--- config.mk ---
export PLATFORM = sky130hd
export DESIGN_NAME = pagedram_ctrl
export DESIGN_NICKNAME = d
export VERILOG_FILES = /design/src/rtl/pagedram_ctrl.sv
export SDC_FILE = /design/constraint.sdc
export NUM_CORES = 1
export LEC_CHECK = 0
export BUFFER_PORTS_ARGS = -buffer_cell sky130_fd_sc_hd__buf_2
export CAP_MARGIN = 20
export CORE_UTILIZATION = 51
export CTS_CLUSTER_DIAMETER = 120
export CTS_CLUSTER_SIZE = 8
export DETAILED_ROUTE_END_ITERATION = 6
export PLACE_DENSITY_LB_ADDON = 0.3
export SLEW_MARGIN = 10
export SYNTH_ARGS = -nofsm -noshare
export SYNTH_HDL_FRONTEND = slang
export SYNTH_SLANG_ARGS = --single-unit
--- constraint.sdc ---
create_clock -name clk -period 2.9 [get_ports clk]
set_input_delay 0 -clock clk [delete_from_list [all_inputs] [get_ports clk]]
set_output_delay 0 -clock clk [all_outputs]
set_load 0.02 [all_outputs]
--- src/rtl/pagedram_ctrl.sv ---
module pagedram_ctrl #(
  parameter int MA      = 10,
  parameter int DW      = 16,
  parameter int T_RCD   = 2,
  parameter int T_RAS   = 5,
  parameter int T_RP    = 3,
  parameter int T_CAS   = 1,
  parameter int T_CAC   = 2,
  parameter int REF_INT = 780
) (
  input  logic            clk,
  input  logic            rst_n,
  input  logic            req_valid,
  input  logic            req_write,
  input  logic [2*MA-1:0] req_addr,
  input  logic [DW-1:0]   req_wdata,
  output logic            req_done,
  output logic [DW-1:0]   rsp_rdata,
  output logic [MA-1:0]   mem_addr,
  output logic            mem_ras_n,
  output logic            mem_cas_n,
  output logic            mem_we_n,
  output logic [DW-1:0]   mem_dq_out,
  output logic            mem_dq_oe,
  input  logic [DW-1:0]   mem_dq_in
);
  localparam int CAS_LOW = (T_CAS > T_CAC) ? T_CAS : T_CAC;
  localparam int CW = $clog2(T_RCD + T_RAS + T_RP + CAS_LOW + 2);
  localparam int RW = (REF_INT > 2) ? $clog2(REF_INT) : 1;

  typedef enum logic [2:0] {
    S_IDLE, S_RCD, S_CAS, S_PAGE, S_PRE, S_CBR_SETUP, S_CBR_HOLD
  } state_t;

  state_t          state;
  logic [CW-1:0]   cnt, ras_age;
  logic [MA-1:0]   open_row;
  logic [RW-1:0]   ref_cnt;
  logic            ref_pend, cur_wr;

  wire [MA-1:0] req_row    = req_addr[2*MA-1:MA];
  wire [MA-1:0] req_col    = req_addr[MA-1:0];
  wire          tras_met   = ras_age >= CW'(T_RAS);
  wire          want_close = ref_pend || (req_valid && req_row != open_row);
  wire          start_cbr  = (state == S_IDLE) && ref_pend;
  wire          launch     = (state == S_RCD && cnt == CW'(T_RCD)) ||
                             (state == S_PAGE && !want_close && req_valid);

  always_ff @(posedge clk) begin
    if (!rst_n) begin
      ref_cnt  <= RW'(REF_INT - 1);
      ref_pend <= 1'b0;
    end else begin
      ref_cnt <= (ref_cnt == '0) ? RW'(REF_INT - 1) : ref_cnt - 1'b1;
      if (ref_cnt == '0)  ref_pend <= 1'b1;
      else if (start_cbr) ref_pend <= 1'b0;
    end
  end

  always_ff @(posedge clk) begin
    if (!rst_n) begin
      state      <= S_IDLE;
      cnt        <= '0;
      ras_age    <= '0;
      open_row   <= '0;
      cur_wr     <= 1'b0;
      req_done   <= 1'b0;
      rsp_rdata  <= '0;
      mem_addr   <= '0;
      mem_ras_n  <= 1'b1;
      mem_cas_n  <= 1'b1;
      mem_we_n   <= 1'b1;
      mem_dq_out <= '0;
      mem_dq_oe  <= 1'b0;
    end else begin
      req_done <= 1'b0;
      if (!mem_ras_n && !tras_met) ras_age <= ras_age + 1'b1;
      case (state)
        S_IDLE:
          if (ref_pend) begin
            mem_cas_n <= 1'b0;
            state     <= S_CBR_SETUP;
          end else if (req_valid) begin
            mem_ras_n <= 1'b0;
            mem_addr  <= req_row;
            open_row  <= req_row;
            ras_age   <= CW'(1);
            cnt       <= CW'(1);
            state     <= S_RCD;
          end
        S_RCD:
          if (!launch) cnt <= cnt + 1'b1;
        S_CAS:
          if (cnt == CW'(CAS_LOW)) begin
            mem_cas_n <= 1'b1;
            mem_we_n  <= 1'b1;
            mem_dq_oe <= 1'b0;
            if (!cur_wr) rsp_rdata <= mem_dq_in;
            req_done  <= 1'b1;
            state     <= S_PAGE;
          end else begin
            cnt <= cnt + 1'b1;
          end
        S_PAGE:
          if (want_close && tras_met) begin
            mem_ras_n <= 1'b1;
            cnt       <= CW'(1);
            state     <= S_PRE;
          end
        S_PRE:
          if (int'(cnt) >= T_RP - 1) state <= S_IDLE;
          else cnt <= cnt + 1'b1;
        S_CBR_SETUP: begin
          mem_ras_n <= 1'b0;
          ras_age   <= CW'(1);
          state     <= S_CBR_HOLD;
        end
        S_CBR_HOLD:
          if (tras_met) begin
            mem_ras_n <= 1'b1;
            mem_cas_n <= 1'b1;
            cnt       <= CW'(1);
            state     <= S_PRE;
          end
        default: state <= S_IDLE;
      endcase
      if (launch) begin
        mem_cas_n  <= 1'b0;
        mem_addr   <= req_col;
        mem_we_n   <= !req_write;
        mem_dq_oe  <= req_write;
        mem_dq_out <= req_wdata;
        cur_wr     <= req_write;
        cnt        <= CW'(1);
        state      <= S_CAS;
      end
    end
  end
endmodule

# After elaboration in Yosys (flattened, before gate mapping)

Cells that the tools add are included.

Register bits after elaboration: 80
Input bits: 56
Output and inout bits: 47
Logic and storage cells: 133

Add/sub/neg operators: 3
Magnitude comparators: 2
Equal/unequal tests: 29
Multiplexer cells: 41
Bitwise operators: 4
Reductions and logical operators: 37

Operators by type and width:

| cell                  | number |
|---|---|
| $mux 10               | 4 |
| $mux 4                | 9 |
| $ne 3x3->1 const B    | 9 |
| $pmux 4 s6            | 1 |
| $pmux 3 s7            | 1 |
| $mux 3                | 6 |
| $mux 1                | 16 |
| $ne 2x2->1 const B    | 8 |
| $reduce_and 7->1      | 2 |
| $reduce_and 6->1      | 2 |
| $logic_not 10->1      | 1 |
| $ne 10x10->1          | 1 |
| $reduce_bool 2->1     | 5 |
| $sub 10x1->10 const B | 1 |
| $eq 3x3->1 const B    | 3 |
| $reduce_and 3->1      | 3 |
| $add 4x1->4 const B   | 2 |
| $pmux 4 s2            | 1 |
| $reduce_bool 4->1     | 2 |
| $logic_and 1x1->1     | 7 |
| $reduce_bool 7->1     | 1 |
| $eq 3x2->1 const B    | 2 |
| $reduce_bool 6->1     | 1 |
| $reduce_and 5->1      | 1 |
| 17 further kinds      | 27 |

# Logic depth before layout (Yosys ltp)

Word-level depth: 9
Depth in mapped cells: 9
Depth with buffers taken out: 7

# Worst setup path after synthesis

No wires, ideal clock.

Path kind: flip-flop to flip-flop
From: register cnt[0]
To: register cnt[3]
Setup time: 71 ps
Arrival: 2004 ps
Setup slack: 824 ps
Stages on the path, launching flop included: 7
Period minus slack after synthesis: 2076 ps
Cells stage by stage: dfxtp_1 inv_1 ha_1 or4_1 a311o_1 or4_1 a21oi_1

Longest elaborated chain between the ends: 4

RTL lines:

| element                                                             | RTL line | RTL |
|---|---|---|
| from (decl)                                                         | 36       | `logic [CW-1:0] cnt, ras_age;` |
| from (signal assigned)                                              | 92       | `if (!launch) cnt <= cnt + 1'b1;` |
| from (signal assigned)                                              | 102      | `cnt <= cnt + 1'b1;` |
| from (signal assigned)                                              | 112      | `else cnt <= cnt + 1'b1;` |
| parallel branches: the longest is 4 deep, another holds $add 4x1->4 | -        |  |

Several ways; the timed one is not identified. The select of a mux whose other input is x is not followed.
A chain may end at the register's enable or synchronous reset.

# Final worst setup path

From: register state[2]
To: register mem_addr[2]

Longest elaborated chain between the ends: 6

RTL lines:

| element                                                                 | RTL line | RTL |
|---|---|---|
| from (decl)                                                             | 35       | `state_t state;` |
| $eq 3x2->1                                                              | 47       | `(state == S_PAGE && !want_close && req_valid);` |
| $logic_and 1x1->1 (2 in a row)                                          | 47       |  |
| $logic_or 1x1->1                                                        | 46       | `wire launch = (state == S_RCD && cnt == CW'(T_RCD)) \|\|` |
| $ne 2x1->1 (no source line) / $reduce_bool 2->1 (equally long branches) | -        |  |
| $reduce_and 3->1 (no source line)                                       | -        |  |
| to (signal assigned)                                                    | 85       | `mem_addr <= req_row;` |
| to (signal assigned)                                                    | 129      | `mem_addr <= req_col;` |
| to (decl)                                                               | 19       | `output logic [MA-1:0] mem_addr,` |

Several ways; a longest one is shown, not always the timed one.

==> metrics.cfg <==
[cts]
cts_buffers = 9
cts_sinks = 80
postCtsSetupBuffers = 0
clockBufferDepth = 2
clk_pin_slew_ps = 90
cts.htree.levels = 3
cts_root_buf = clkbuf_8
cts_tree = done
insertion_delay_ps = 350

[place]
place_inst = 587
gp_congestion = 0.889
placed_area_sq_um = 4060
dp_hpwl_um = 6100
port_buffers = 102

[synth]
ys_types = 43
synthFlopType = dfxtp_1
syn_inst = 427
syn_nets = 489
synth_area_sq_um = 3500
synth-seq-cells = 80
synth_commonest_cells = dfxtp_1 (80), nand2_1 (76), a21oi_1 (61)
synth.avg_cell_area_sq_um = 8.20
synth_edf_count = 0
ys_seq_area_share_pct = 45.7
synth_top_area_share_pct = 45.7
yosys_warnings = 0
synth_area_leaders = dfxtp_1 (46%), a21oi_1 (8.7%), nand2_1 (8.1%), xnor2_1 (3.5%), nand3_1 (3.4%)
synth_top_area_cell = dfxtp_1
synth.most_common_cell = dfxtp_1
async_flop_share_pct = 0

[sta]
skew_ps = 10.8
min_period_over_period_pct = 92.3
maxSlewViolCount = 0
hold_viol_final = 0
relSlewSlack_pct = 36.6
rsz0062_at_grt = false
fmax_mhz = 374
timing.hold.ws_ps = 215
fin_setup_tns_ps = 0
period_minus_slack_ps = 2680
tightest_slew_ps = 949
finalSetupViolCount = 0

[setup_path]
reg2reg_depth = 7
critPathCaptureType = flop
critPathRequiredTime_ps = 3140
critPathKind = flop to flop
worstPathArrival_ps = 2920
r2r_start = state[2]
critical-path-slowest-cell = dfxtp_1
worst_path_most_repeated_cell = and4_1
crit_path_max_incr_delay_ps = 640
startpoint_type = flop
worstPathCellList = and4bb_1 -> and4_1 -> and4_1 -> nor2_2 -> buf_4 -> a311oi_1 -> dlygate4sd3_1
rr_endpoint = mem_addr[2]
reg2reg_slack_ps = 220
crit_fanout = 15

[min_path]
holdPathEnd = state[0]
whs_path_depth = 6
holdCritStartpoint = req_valid
hold_path_class = primary input to flop

[run]
drv_cap = 0

[status]
outcome = finished, violations left
violations = design-rule violations

[global_route]
antenna_found_initial = 1
grt_pass1_vias = 3555
track_usage_pct = 28.3
grt_pass1_wl_um = 16300
grt_max_degree = 58
overflow = 0

[power]
power.leakage_uw = 0.00202
power_density_nw_per_um2 = 501
peakVddDrop_uv = 330

[finish]
areaGrowthSynthToFinish_pct = 37.7
final_nets = 637
stdcell_count = 658
regArea_sq_um = 1600
multi_input_area_sq_um = 1760
final_area_sq_um = 4820
fillers = 477
drive_gt1_share_pct = 22.1

[drt]
viasPerCell = 5.72
wl_per_cell_um = 15.2
firstDrtPassIters = 7
drtIter0Drc = 293
drt-total-wl_um = 9970
ant_nets = 0
vias = 3762
drcViolationCount = 5

[floorplan]
num_rows = 29
die_x_um = 84.9
die-area_sq_um = 7200
die_y_um = 84.9
start_util_pct = 53.9
core_area_sq_um = 6490
pin_count = 103

placed cells by master (no fill, tap or decap), types with 7 or more instances in the layout:
| cell type | n |
|---|---|
| o21ai_1 | 20 |
| or4_1 | 10 |
| buf_2 | 102 |
| nand4_1 | 7 |
| dlygate4sd3_1 | 54 |
| buf_4 | 8 |
| a311oi_1 | 7 |
| xnor2_1 | 14 |
| a21oi_1 | 61 |
| inv_1 | 8 |
| nand3_1 | 24 |
| clkbuf_8 | 9 |
| nor2_1 | 19 |
| nand2_1 | 76 |
| dfxtp_1 | 80 |
metal layers:
metal | GRT usage, % | share of wire (%) | vias to the layer above
met5 | 0 | 0 | -
met4 | 13.6 | 3.3 | 0
met3 | 5.45 | 5.1 | 31
met2 | 48.9 | 50 | 155
met1 | 33.9 | 42 | 1758
li1 | - | - | 1818
flip-flops by register name (all words and copies together) (netlist names):
| register | count |
|---|---|
| mem_we_n | 1 |
| open_row | 10 |
| mem_dq_oe | 1 |
| state | 3 |
| mem_dq_out | 16 |
| mem_addr | 10 |
| ref_pend | 1 |
| mem_cas_n | 1 |
| req_done | 1 |
| ref_cnt | 10 |
| cnt | 4 |
| ras_age | 4 |
| cur_wr | 1 |
| mem_ras_n | 1 |
| rsp_rdata | 16 |
worst max path at each step:
stage,start,to,slack [ps],cells after the start
3_5_place_dp,state[2],mem_addr[0],670,6
4_1_cts,state[2],mem_addr[2],130,7
5_1_grt,cnt[1],mem_addr[2],40,7
3_3_place_gp,state[2],mem_addr[1],740,6
6_report,state[2],mem_addr[2],220,7
2_1_floorplan,cnt[0],cnt[3],820,6
cell families (layout without fill, tap and decap cells):
group,after synthesis,in the layout,share of synthesized area [%]
AND/OR/NAND/NOR,164,164,22.5
AO/OA/AOI/OAI,121,121,20.5
flip-flops,80,80,45.7
buffers and inverters,36,189,4.14
XOR/XNOR,20,20,5.00
adder cells (fa/ha/maj),6,6,2.14
other,0,1,0
where the power goes:
group	total [uW]	switching, uW	internal [uW]
registers	1180	37.7	1140
logic	325	167	157
clock network	916	424	492
what timing repair did:
action | 4_1_cts | 5_1_grt
gates resized for setup | 0 | 1
hold buffers | 54 | 0
endpoints found under the setup margin | 0 | 1
endpoints found under the hold margin | 56 | 0
metrics by stage:
step / util (%) / power, uW / worst slack (ps)
global route: 74.3 / 2520 / 35.8
finish: 74.3 / 2420 / 224
CTS: 74.2 / 2420 / 134
global placement: 62.5 / 1460 / 735
detailed placement: 62.5 / 1460 / 667
floorplan: - / 1370 / 824
final cells by class:
type | instances | share of cell area, %
antenna | 1 | 0.0519
clock buffer | 10 | 2.65
clock inverter | 6 | 1.89
tap | 77 | 2.00
timing repair buffer | 164 | 23.0
multi-input combinational | 311 | 36.5
inverter | 9 | 0.700
sequential | 80 | 33.2
critical path, delay by kind of cell, from the launching register on:
family / cells / cell delay [ps]
DFF: 1 / 640
and+or+nand+nor: 4 / 960
AOI/OAI and AO/OA: 1 / 100
buffers and inverters: 2 / 870
Note: power is estimated with default switching activity, not from simulation.
